`src/rtl/mbx_pkg.sv`:
```
package mbx_pkg;

  typedef enum logic [1:0] {
    RK_NONE,
    RK_WORD_A,
    RK_WORD_B,
    RK_FLAG
  } reg_kind_e;

  // Classify a word index within a map of n mailboxes.
  function automatic reg_kind_e kind_of(input int unsigned idx, input int unsigned n);
    if (idx < 2 * n)      return idx[0] ? RK_WORD_B : RK_WORD_A;
    else if (idx < 3 * n) return RK_FLAG;
    else                  return RK_NONE;
  endfunction

  // Mailbox number addressed by a word index (0 when outside the map).
  function automatic int unsigned slot_of(input int unsigned idx, input int unsigned n);
    if (idx < 2 * n)      return idx >> 1;
    else if (idx < 3 * n) return idx - 2 * n;
    else                  return 0;
  endfunction

  // Side that sends on mailbox m: side 0 owns the first n01 mailboxes.
  function automatic logic sender_of(input int unsigned m, input int unsigned n01);
    return (m < n01) ? 1'b0 : 1'b1;
  endfunction

endpackage

```
`src/rtl/mbx_side_dec.sv`:
```
module mbx_side_dec
  import mbx_pkg::*;
#(
  parameter int unsigned N    = 4,
  parameter int unsigned N01  = 2,
  parameter int unsigned AW   = 4,
  parameter bit          SIDE = 1'b0,
  localparam int unsigned SW  = (N > 1) ? $clog2(N) : 1
) (
  input  logic          wr,
  input  logic          rd,
  input  logic [AW-1:0] addr,
  output logic [N-1:0]  wr_a,
  output logic [N-1:0]  wr_b,
  output logic [N-1:0]  clr,
  output reg_kind_e     kind,
  output logic [SW-1:0] slot,
  output logic          flag_vis
);

  int unsigned idx;
  int unsigned sidx;
  logic        own;

  always_comb begin
    idx      = 32'(addr);
    kind     = kind_of(idx, N);
    sidx     = slot_of(idx, N);
    own      = (sender_of(sidx, N01) == SIDE);
    slot     = SW'(sidx);
    flag_vis = (kind == RK_FLAG) && !own;
    for (int unsigned m = 0; m < N; m++) begin
      wr_a[m] = wr && (kind == RK_WORD_A) && (sidx == m) && own;
      wr_b[m] = wr && (kind == RK_WORD_B) && (sidx == m) && own;
      clr[m]  = rd && (kind == RK_WORD_B) && (sidx == m) && !own;
    end
  end

endmodule

```
`src/rtl/mbx_slot.sv`:
```
module mbx_slot #(
  parameter int unsigned DW = 16
) (
  input  logic          clk,
  input  logic          rst_n,
  input  logic          wr_a,
  input  logic          wr_b,
  input  logic          clr,
  input  logic [DW-1:0] wdata,
  output logic [DW-1:0] word_a,
  output logic [DW-1:0] word_b,
  output logic          flag
);

  always_ff @(posedge clk or negedge rst_n) begin
    if (!rst_n) begin
      word_a <= '0;
      word_b <= '0;
      flag   <= 1'b0;
    end else begin
      if (wr_a) word_a <= wdata;
      if (wr_b) word_b <= wdata;
      // Setting has priority over a same-cycle clearing read.
      if (wr_b)     flag <= 1'b1;
      else if (clr) flag <= 1'b0;
    end
  end

endmodule

```
`src/rtl/mbx_rd_mux.sv`:
```
module mbx_rd_mux
  import mbx_pkg::*;
#(
  parameter int unsigned N   = 4,
  parameter int unsigned DW  = 16,
  localparam int unsigned SW = (N > 1) ? $clog2(N) : 1
) (
  input  logic                 rd,
  input  reg_kind_e            kind,
  input  logic [SW-1:0]        slot,
  input  logic                 flag_vis,
  input  logic [N-1:0][DW-1:0] word_a,
  input  logic [N-1:0][DW-1:0] word_b,
  input  logic [N-1:0]         flag,
  output logic [DW-1:0]        rdata
);

  always_comb begin
    rdata = '0;
    if (rd) begin
      unique case (kind)
        RK_WORD_A: rdata = word_a[slot];
        RK_WORD_B: rdata = word_b[slot];
        RK_FLAG:   if (flag_vis) rdata = {{(DW-1){1'b0}}, flag[slot]};
        default:   rdata = '0;
      endcase
    end
  end

endmodule

```
`src/rtl/mbx_top.sv`:
```
module mbx_top
  import mbx_pkg::*;
#(
  parameter int unsigned N01 = 2,
  parameter int unsigned N10 = 2,
  parameter int unsigned DW  = 16,
  parameter int unsigned AW  = 4,
  localparam int unsigned N  = N01 + N10,
  localparam int unsigned SW = (N > 1) ? $clog2(N) : 1
) (
  input  logic           clk,
  input  logic           rst_n,
  input  logic           s0_wr,
  input  logic           s0_rd,
  input  logic [AW-1:0]  s0_addr,
  input  logic [DW-1:0]  s0_wdata,
  output logic [DW-1:0]  s0_rdata,
  input  logic           s1_wr,
  input  logic           s1_rd,
  input  logic [AW-1:0]  s1_addr,
  input  logic [DW-1:0]  s1_wdata,
  output logic [DW-1:0]  s1_rdata,
  output logic [N10-1:0] irq_to_s0,
  output logic [N01-1:0] irq_to_s1
);

  // Decoded per-side strobes
  logic [N-1:0] s0_wr_a, s0_wr_b, s0_clr;
  logic [N-1:0] s1_wr_a, s1_wr_b, s1_clr;
  reg_kind_e     s0_kind, s1_kind;
  logic [SW-1:0] s0_slot, s1_slot;
  logic          s0_fvis, s1_fvis;

  // Named events and state brought out for the checker
  logic [N-1:0]         set_evt;
  logic [N-1:0]         clr_evt;
  logic [N-1:0]         wra_evt;
  logic [N-1:0]         flag_q;
  logic [N-1:0][DW-1:0] word_a;
  logic [N-1:0][DW-1:0] word_b;

  mbx_side_dec #(.N(N), .N01(N01), .AW(AW), .SIDE(1'b0)) u_dec0 (
    .wr(s0_wr), .rd(s0_rd), .addr(s0_addr),
    .wr_a(s0_wr_a), .wr_b(s0_wr_b), .clr(s0_clr),
    .kind(s0_kind), .slot(s0_slot), .flag_vis(s0_fvis)
  );

  mbx_side_dec #(.N(N), .N01(N01), .AW(AW), .SIDE(1'b1)) u_dec1 (
    .wr(s1_wr), .rd(s1_rd), .addr(s1_addr),
    .wr_a(s1_wr_a), .wr_b(s1_wr_b), .clr(s1_clr),
    .kind(s1_kind), .slot(s1_slot), .flag_vis(s1_fvis)
  );

  // Only the owning side's decoder can produce a write strobe for a mailbox,
  // and only the other side's decoder a clearing read.
  assign set_evt = s0_wr_b | s1_wr_b;
  assign wra_evt = s0_wr_a | s1_wr_a;
  assign clr_evt = s0_clr  | s1_clr;

  for (genvar m = 0; m < N; m++) begin : g_slot
    logic [DW-1:0] slot_wdata;
    if (m < N01) begin : g_from0
      assign slot_wdata = s0_wdata;
    end else begin : g_from1
      assign slot_wdata = s1_wdata;
    end

    mbx_slot #(.DW(DW)) u_slot (
      .clk(clk), .rst_n(rst_n),
      .wr_a(wra_evt[m]), .wr_b(set_evt[m]), .clr(clr_evt[m]),
      .wdata(slot_wdata),
      .word_a(word_a[m]), .word_b(word_b[m]), .flag(flag_q[m])
    );
  end

  mbx_rd_mux #(.N(N), .DW(DW)) u_mux0 (
    .rd(s0_rd), .kind(s0_kind), .slot(s0_slot), .flag_vis(s0_fvis),
    .word_a(word_a), .word_b(word_b), .flag(flag_q), .rdata(s0_rdata)
  );

  mbx_rd_mux #(.N(N), .DW(DW)) u_mux1 (
    .rd(s1_rd), .kind(s1_kind), .slot(s1_slot), .flag_vis(s1_fvis),
    .word_a(word_a), .word_b(word_b), .flag(flag_q), .rdata(s1_rdata)
  );

  assign irq_to_s1 = flag_q[N01-1:0];
  assign irq_to_s0 = flag_q[N-1:N01];

endmodule

```
`config.mk`:
```
export PLATFORM = sky130hd
export DESIGN_NAME = mbx_top
export DESIGN_NICKNAME = d
export VERILOG_FILES = /design/src/rtl/mbx_pkg.sv /design/src/rtl/mbx_side_dec.sv /design/src/rtl/mbx_slot.sv /design/src/rtl/mbx_rd_mux.sv /design/src/rtl/mbx_top.sv
export SDC_FILE = /design/constraint.sdc
export NUM_CORES = 1
export LEC_CHECK = 0
export ABC_AREA = 1
export BUFFER_PORTS_ARGS = -buffer_cell sky130_fd_sc_hd__buf_2
export CAP_MARGIN = 20
export CORE_MARGIN = 1
export CORE_UTILIZATION = 50
export CTS_CLUSTER_DIAMETER = 200
export CTS_CLUSTER_SIZE = 10
export DETAILED_ROUTE_END_ITERATION = 12
export PLACE_DENSITY = 0.69
export SLEW_MARGIN = 30
export SYNTH_ARGS = -nofsm -noshare
export SYNTH_HDL_FRONTEND = slang
export SYNTH_HIERARCHICAL = 1
export SYNTH_SLANG_ARGS = --single-unit
```
`constraint.sdc`:
```
create_clock -name clk -period 1.7 [get_ports clk]
set_input_delay 0.17 -clock clk [delete_from_list [all_inputs] [get_ports clk]]
set_output_delay 0.17 -clock clk [all_outputs]
set_load 0.05 [all_outputs]
```
==> qor.yml, run 1 <==
port_buffers: 81
ys_async_sr_fraction_pct: 100
grt_pass1_vias: 7872
powerDensity_nw_per_um2: 882
combPwrFrac_pct: 29.8
min_period_ns: 1.84
final_antenna_net_count: 0
cp_max_fo: 8
synth_cells: 1311
power.total_mw: 10.6
diodes: 0
wire_per_inst_um: 17.1
hold_path.class: "in2reg"
p_sw_mw: 3.61
h-tree-depth: 4
period_share_pct: 108
max-cap-violations: 0
p_int_mw: 6.94
critPathArrivalTime_ns: 1.67
die_h_um: 132
critPathLaunchType: "primary input"
syn_avg_cell_area_sq_um: 6.44
die_w_um: 132
clock_path_buffers: 2
irDropWorstVdd_mv: 0.946
hold_violations: 0
fmax_mhz: 544
cpPeakStageDelay_ns: 0.18
track_usage_pct: 31.4
synth_seq_cells: 132
hold_ws_ns: 0.00964
timing.final.ws_setup_ns: -0.139
yosysWarnings: 6
drive_above_1_share_pct: 28.2
met1_usage_pct: 47.2
met2_usage_pct: 44.9
tns_ns: -1.64
nets: 1528
first_pass_iters: 6
clkLatencyLatePin_ns: 0.42
coreArea_sq_um: 16500
worst_ep_required_time_ns: 1.53
syn_to_final_growth_pct: 41.8
yosysUniqueCellTypes: 21
finalMaxSlewViolations: 0
synth_area_sq_um: 8440
critPathKind: "in2out"
cts-root-buf: "clkbuf_16"
start_util_pct: 51.1
slowest_stage: "buf_6"
vias_per_cell: 5.36
cp_cell_sequence: "buf_6, inv_4, buf_6, nand3_4, nand2_4, buf_6, inv_8, buf_12, nor2_1, o21ai_0, nand2_1, nand2_2, a21oi_4, buf_6"
power.leakage_nw: 5.96
cts_sinks: 132
synth_flop_cell: "dfrtp_1"
yosys.area.top_type: "dfrtp_1"
setup_viol: 26
rsz0062_at_grt: "true"
grt_pass1_wl_mm: 42.5
drc: 0
dieArea_sq_um: 17400
nFillCells: 1271
ios: 82
vias: 9189
endpoint_kind: "primary output"
numCtsBuffers: 17
synth_edf_count: 0
grt-busiest-layer: "met1"
ys_seq_area_share_pct: 39.2
grt_use_met3_pct: 5.31
synthTopCellsByArea: "dfrtp_1 39%, nand2_1 25%, nor2_1 12%"
cts_tree: "yes"
multi_input_area_sq_um: 4970
fin_worst_skew_ns: 0
dp_slack_ns: -0.206
clk_pin_slew_ns: 0.05
violations: "setup timing"
seqCellArea_sq_um: 3310
pwr-share-clk_pct: 34.0
outcome: "finished, violations left"
grt_overflow_total: 0
totalWireLength_mm: 29.4
num_rows: 47
cp_common_cell: "buf_6"
p_seq_share_pct: 36.2
place.gp.congestion: 0.908
grt_max_degree: 77
antenna_found_initial: 0
place_hpwl_mm: 17.6
p_sw_share_pct: 34.2
yosysTopAreaCellShare_pct: 39.2
first_iter_violations: 1308
critical path: cells and delay by family:
family | cells | cell delay [ns]
simple gates | 5 | 0.47
compound gates | 2 | 0.25
buf+inv | 7 | 0.77
final timing paths:
kind / to / depth (start not counted) / start / slack (ns)
hold reg to reg: g_slot[1].u_slot/word_b[9]$_DFFE_PN0P_ / 2 / g_slot[1].u_slot/word_b[9]$_DFFE_PN0P_ / 0.50
hold / removal: g_slot[0].u_slot/word_a[14]$_DFFE_PN0P_ / 3 / s0_wdata[14] / 0.01
setup reg to reg: g_slot[0].u_slot/word_a[10]$_DFFE_PN0P_ / 4 / g_slot[0].u_slot/word_a[10]$_DFFE_PN0P_ / 0.78
max in group asynchronous: g_slot[0].u_slot/word_a[5]$_DFFE_PN0P_ / 3 / rst_n / 1.02
min in group asynchronous: g_slot[2].u_slot/word_a[1]$_DFFE_PN0P_ / 3 / rst_n / 0.30
setup / recovery: s1_rdata[5] / 14 / s1_addr[2] / -0.14
metrics by stage:
step | utilization (%) | cell area, sq um | instances
2_1_floorplan | - | 8800 | 1321
3_3_place_gp | 57.8 | 9550 | 1599
3_5_place_dp | 57.8 | 9550 | 1599
4_1_cts | 67.9 | 11200 | 1682
5_1_grt | 72.4 | 12000 | 1714
6_report | 72.4 | 12000 | 1714
placed cells by master (no fill, tap or decap), types with 6 or more instances in the layout:
| cell type | synthesis | layout |
|---|---|---|
| buf_2 | 16 | 43 |
| buf_12 | 0 | 27 |
| clkbuf_16 | 0 | 22 |
| dlygate4sd3_1 | 0 | 29 |
| o21ai_1 | 40 | 99 |
| o21ai_2 | 0 | 10 |
| buf_4 | 14 | 61 |
| nand3_1 | 21 | 14 |
| conb_1 | 2 | 12 |
| a21oi_4 | 0 | 29 |
| nand2_1 | 558 | 505 |
| inv_8 | 8 | 9 |
| inv_2 | 4 | 9 |
| nor2_1 | 264 | 223 |
| buf_16 | 0 | 7 |
| buf_6 | 22 | 45 |
| nor2_2 | 0 | 25 |
| clkinvlp_4 | 0 | 6 |
| nand2_2 | 21 | 67 |
| nor2_4 | 0 | 16 |
| inv_1 | 62 | 49 |
| o21ai_0 | 82 | 11 |
| dfrtp_1 | 132 | 128 |
| buf_8 | 4 | 9 |
| inv_4 | 0 | 6 |
kinds of logic (layout without fill, tap and decap cells):
logic type | Yosys count | after routing | synth area share, %
buffers and inverters | 158 | 331 | 12.1
and+or+nand+nor | 867 | 867 | 39.6
other | 2 | 12 | 0.0890
DFF | 132 | 132 | 39.2
AOI/OAI and AO/OA | 152 | 152 | 9.02
final cells by class:
class | count | area share, %
Clock buffer | 19 | 3.79
Sequential cell | 132 | 27.7
Tap cell | 220 | 2.30
Clock inverter | 12 | 1.11
Timing Repair Buffer | 226 | 20.6
Inverter | 74 | 3.05
Multi-Input combinational cell | 1031 | 41.5
state kept, by name, summed over array words and instances, names as in the netlist:
register / count
g_slot.u_slot/word_a: 64
g_slot.u_slot/word_b: 64
g_slot.u_slot/flag: 4
layer usage:
metal,vias to the layer above,share of wire (%)
li1,4328,-
met1,4192,43
met2,569,44
met3,100,9.6
met4,0,3.7
met5,-,0
cell usage after synthesis, types with 2 or more instances:
cell type  count
inv_8          8
nand2_1      558
nor2_1       264
a21oi_1       30
buf_8          4
buf_4         14
o21ai_0       82
nand2_2       21
nand3_1       21
buf_6         22
clkbuf_2       4
dfrtp_1      132
clkbuf_1      16
conb_1         2
nand4_1        2
inv_1         62
inv_2          4
buf_2         16
o21ai_1       40
clkbuf_8       8
power groups by stage:
stage                     Clock (mW)  Combinational [mW]  Sequential [mW]
after floorplan                    0                1.66             3.70
after global routing            3.77                3.37             3.83
after CTS                       3.63                2.72             3.77
after global placement             0                2.25             3.81
after detailed placement           0                2.29             3.81
final                           3.59                3.15             3.82
timing repair:
item                                    4_1_cts  5_1_grt
pin swaps                                    32       71
hold buffers                                 29        0
cloned                                        9       10
resized for setup                           189      176
endpoints found under the setup margin       32       32
setup buffers                                14       25
hold endpoints to repair                    207        0
Power figures use the tool's default switching activity.
==> run 2: changes to the inputs <==
- ABC_AREA: 1 -> not set
==> qor.yml, run 2 <==
cp_cell_sequence: "buf_6, nand3b_1, nand2_4, buf_12, buf_4, mux4_2, a22oi_2, nor2b_2, buf_6"
first_iter_violations: 351
yosys.area.top_type: "dfrtp_1"
cts_tree: "yes"
cts-root-buf: "clkbuf_16"
die_w_um: 128
ys_seq_area_share_pct: 41.6
tns_ns: -7.94
place_hpwl_mm: 13.1
wire_per_inst_um: 24.5
p_seq_share_pct: 34.7
maxSlewHeadroom_pct: 50.3
syn_avg_cell_area_sq_um: 15.3
clk_pin_slew_ns: 0.06
yosysMostFrequentCell: "dfrtp_1"
dieArea_sq_um: 16400
worst_ep_required_time_ns: 1.53
nFillCells: 1019
fin_worst_skew_ns: 0
vias_per_cell: 5.93
setup_viol: 32
hold_path.class: "in2reg"
place.gp.congestion: 0.793
crit_family: "buffers and inverters"
nets: 715
synth_seq_cells: 132
start_util_pct: 51.7
p_sw_mw: 2.96
cts_sinks: 132
powerDensity_nw_per_um2: 1010
finalMaxSlewViolations: 0
slowest_stage: "mux4_2"
critPathKind: "in2out"
final_util_pct: 69.6
coreArea_sq_um: 15400
p_int_mw: 7.83
period_share_pct: 119
h-tree-depth: 4
final_antenna_net_count: 0
drc: 0
totalWireLength_mm: 21.9
vias: 5299
ys_async_sr_fraction_pct: 100
mostFrequentLayoutCell: "dfrtp_1"
syn_to_final_growth_pct: 34.6
endpoint_kind: "primary output"
track_usage_pct: 28.1
pwr-share-clk_pct: 38.8
grt_pass1_wl_mm: 33.5
most-common-layout-cells: "132 x dfrtp_1, 76 x mux2_4, 63 x mux4_2"
violations: "setup timing"
yosysTopAreaCellShare_pct: 41.6
synth_flop_cell: "dfrtp_1"
clock_path_buffers: 2
yosysUniqueCellTypes: 30
synthTopCellsByArea: "dfrtp_1 42%, mux4_2 17%, mux2_4 14%"
clkLatencyLatePin_ns: 0.41
synth_edf_count: 0
drive_above_1_share_pct: 71.1
max_slew.worst_pin.slew_ns: 0.745
grt_pass1_vias: 5776
synth_cells: 521
num_rows: 45
ios: 82
cp_common_cell: "buf_6"
max-cap-violations: 0
grt_max_degree: 133
yosysWarnings: 6
antenna_found_initial: 0
cp_max_fo: 7
grt_overflow_total: 0
cpPeakStageDelay_ns: 0.50
die_h_um: 128
diodes: 0
multi_input_area_sq_um: 4570
combPwrFrac_pct: 26.5
irDropWorstVdd_mv: 0.921
seqCellArea_sq_um: 3300
power.total_mw: 10.8
timing.final.ws_setup_ns: -0.319
min_period_ns: 2.02
hold_violations: 0
port_buffers: 81
reg_top3: "g_slot.u_slot/word_a (64), g_slot.u_slot/word_b (64), g_slot.u_slot/flag (4)"
crit_buf_inv: 4
synth_area_sq_um: 7950
outcome: "finished, violations left"
rsz0062_at_grt: "true"
fmax_mhz: 495
p_sw_share_pct: 27.4
numCtsBuffers: 17
synth_commonest_cells: "132 x dfrtp_1, 76 x mux2_4, 60 x mux4_2, 52 x mux2_2, 34 x nor2b_1"
critPathLaunchType: "primary input"
critPathArrivalTime_ns: 1.85
first_pass_iters: 5
power.leakage_nw: 4.65
## run 2: area by class of cell
type                            instances  share of cell area (%)
Clock buffer                           18                    4.11
Clock inverter                         14                    2.18
Inverter                                6                   0.234
Multi-Input combinational cell        336                    42.7
Sequential cell                       132                    30.9
Tap cell                              211                    2.47
Timing Repair Buffer                  176                    17.5
## run 2: stage by stage
step	hold slack, ns	instances	setup WS (ns)	cell area (sq um)
2_1_floorplan	-0.126	531	-0.112	8410
3_3_place_gp	0.331	824	-0.344	9280
3_5_place_dp	0.352	824	-0.383	9280
4_1_cts	0.0158	876	-0.321	10500
5_1_grt	0.0196	893	-0.379	10700
6_report	0.0286	893	-0.319	10700
## run 2: kinds of logic after synthesis
family	count (synthesis)	synth area share, %
other	2	0.0945
muxes	199	40.9
buffers and inverters	63	7.27
and+or+nand+nor	81	6.05
DFF	132	41.6
AOI/OAI and AO/OA	44	4.08
## run 2: power groups by stage
stage / sequential, mW / combinational (mW) / clock, mW
6_report: 3.74 / 2.85 / 4.19
2_1_floorplan: 3.71 / 1.87 / 0
3_3_place_gp: 3.74 / 2.44 / 0
4_1_cts: 3.73 / 2.76 / 4.23
3_5_place_dp: 3.78 / 2.49 / 0
5_1_grt: 3.78 / 3.00 / 4.38
## run 2: final timing paths
check                                                              from                                 endpoint  slack [ns]  depth (start not counted)
worst max register to register   g_slot[3].u_slot/word_a[4]$_DFFE_PN0P_   g_slot[3].u_slot/word_a[4]$_DFFE_PN0P_        0.66                          3
worst max-delay path                                         s0_addr[2]                              s0_rdata[3]       -0.32                          9
worst min-delay path                                        s1_wdata[2]   g_slot[2].u_slot/word_b[2]$_DFFE_PN0P_        0.03                          2
max in group asynchronous                                         rst_n   g_slot[1].u_slot/word_b[3]$_DFFE_PN0P_        0.74                          3
worst min register to register  g_slot[3].u_slot/word_a[14]$_DFFE_PN0P_  g_slot[3].u_slot/word_a[14]$_DFFE_PN0P_        0.53                          1
min in group asynchronous                                         rst_n  g_slot[0].u_slot/word_a[10]$_DFFE_PN0P_        0.38                          3
## run 2: per-layer routing
| metal | routed length, um | track usage, % | vias to the layer above |
|---|---|---|---|
| li1 | - | - | 2252 |
| met1 | 8850 | 35.1 | 2802 |
| met2 | 11100 | 46.6 | 203 |
| met3 | 1250 | 6.51 | 42 |
| met4 | 733 | 12.8 | 0 |
| met5 | 0 | 0 | - |
## run 2: repair_timing
action                                  CTS  global route
gates resized for setup                  91            12
cloned                                    4             4
setup buffers                            15            16
pin swaps                                23            17
endpoints found under the setup margin   32            32
hold endpoints to repair                132             0
hold buffers                              1             0
==> run 3: changes to the inputs <==
- CORE_ASPECT_RATIO: not set -> 0.8
- PLACE_DENSITY: 0.69 -> not set
- PLACE_DENSITY_LB_ADDON: not set -> 0.08
==> qor.yml, run 3 (synthesized netlist as in run 2, its figures left out) <==
outcome: "finished, violations left"
violations: "setup timing"
mostFrequentLayoutCell: "dfrtp_1"
min_period_ns: 2.00
irDropWorstVdd_mv: 0.888
power.leakage_nw: 4.57
h-tree-depth: 4
hold_ws_ns: 0.0139
cp_cell_sequence: "buf_6, nand3b_1, nand2_4, buf_12, mux4_2, a22oi_2, nor2b_4, buf_6"
final_util_pct: 69.2
port_buffers: 81
grt_pass1_vias: 5522
die_w_um: 143
nets: 706
worst_ep_required_time_ns: 1.53
num_rows: 40
period_share_pct: 117
syn_to_final_growth_pct: 32.9
place_hpwl_mm: 14.1
endpoint_kind: "primary output"
dieArea_sq_um: 16400
cts_sinks: 132
grt_max_degree: 41
start_util_pct: 52.1
p_sw_share_pct: 28.9
first_iter_violations: 389
dp_slack_ns: -0.433
ios: 82
fmax_mhz: 501
cts-root-buf: "clkbuf_16"
p_sw_mw: 3.04
critPathArrivalTime_ns: 1.83
nFillCells: 1044
totalWireLength_mm: 22.1
track_usage_pct: 29.2
first_pass_iters: 4
seqCellArea_sq_um: 3300
finalMaxSlewViolations: 0
max-cap-violations: 0
fin_worst_skew_ns: 0
most-common-layout-cells: "132 x dfrtp_1, 76 x mux2_4, 64 x mux4_2"
max_slew.worst_pin.slew_ns: 0.506
cpPeakStageDelay_ns: 0.55
pwr-share-clk_pct: 37.7
critPathLaunchType: "primary input"
maxSlewHeadroom_pct: 66.3
drc: 0
powerDensity_nw_per_um2: 997
numCtsBuffers: 17
cp_max_fo: 13
critPathKind: "in2out"
clock_path_buffers: 2
hold_path.class: "in2reg"
p_seq_share_pct: 35.6
clk_pin_slew_ns: 0.06
cp_common_cell: "buf_6"
cts_tree: "yes"
wire_per_inst_um: 25.1
setup_viol: 32
clkLatencyLatePin_ns: 0.42
p_int_mw: 7.48
antenna_found_initial: 0
vias: 5254
vias_per_cell: 5.95
rsz0062_at_grt: "true"
grt_overflow_total: 0
timing.final.ws_setup_ns: -0.296
diodes: 0
die_h_um: 115
multi_input_area_sq_um: 4570
coreArea_sq_um: 15300
final_antenna_net_count: 0
hold_violations: 0
combPwrFrac_pct: 26.7
slowest_stage: "mux4_2"
reg_top3: "g_slot.u_slot/word_a (64), g_slot.u_slot/word_b (64), g_slot.u_slot/flag (4)"
place.gp.congestion: 0.818
grt_pass1_wl_mm: 33.9
drive_above_1_share_pct: 71.2
run 3: path summary, 6_finish.rpt:
kind / from / endpoint / slack (ns) / depth (start not counted)
setup / recovery: s0_addr[2] / s0_rdata[11] / -0.30 / 8
hold / removal: s1_wdata[4] / g_slot[2].u_slot/word_a[4]$_DFFE_PN0P_ / 0.01 / 2
setup reg to reg: g_slot[0].u_slot/word_a[3]$_DFFE_PN0P_ / g_slot[0].u_slot/word_a[3]$_DFFE_PN0P_ / 0.77 / 2
hold reg to reg: g_slot[2].u_slot/word_a[0]$_DFFE_PN0P_ / g_slot[2].u_slot/word_a[0]$_DFFE_PN0P_ / 0.52 / 1
max in group asynchronous: rst_n / g_slot[0].u_slot/word_b[1]$_DFFE_PN0P_ / 0.82 / 3
min in group asynchronous: rst_n / g_slot[1].u_slot/word_a[13]$_DFFE_PN0P_ / 0.26 / 2
run 3: final cells by class:
type	count	share of cell area [%]
multi-input combinational	336	43.3
sequential	132	31.3
timing repair buffer	167	16.7
clock buffer	17	4.03
tap	210	2.49
clock inverter	15	1.93
inverter	6	0.237
run 3: power groups by stage:
stage | combinational, mW | sequential [mW] | clock [mW]
after CTS | 2.81 | 3.73 | 3.99
after detailed placement | 2.49 | 3.78 | 0
after global routing | 2.95 | 3.78 | 4.14
after global placement | 2.45 | 3.76 | 0
after floorplan | 1.87 | 3.71 | 0
final | 2.82 | 3.75 | 3.97
run 3: per-stage QoR:
step | TNS [ns] | power (mW) | std cells | area (sq um)
floorplan | -2.07 | 5.58 | 531 | 8410
global placement | -12.64 | 6.20 | 823 | 9240
detailed placement | -13.82 | 6.27 | 823 | 9240
CTS | -8.77 | 10.5 | 879 | 10500
global route | -9.32 | 10.9 | 883 | 10600
finish | -7.53 | 10.5 | 883 | 10600
run 3: routing by layer:
layer	global-route usage (%)	vias up	wire length [um]	share of wire (%)
met1	39.5	2793	9500	43
li1	-	2226	-	-
met4	8.89	0	342	1.5
met5	0	-	0	0
met2	48.3	209	11200	51
met3	5.58	26	1060	4.8
run 3: critical path, delay by kind of cell:
| family | cells | cell delay, ns |
|---|---|---|
| buf+inv | 3 | 0.44 |
| simple gates | 3 | 0.43 |
| compound gates | 1 | 0.22 |
| mux | 1 | 0.55 |
run 3: timing repair:
item                                    in CTS  in global routing
resized for setup                           96                 12
endpoints found under the setup margin      32                 32
endpoints found under the hold margin       29                  0
pin swaps                                   25                 15
hold buffers                                 1                  0
gates cloned                                 6                  0
setup buffers                               17                  6
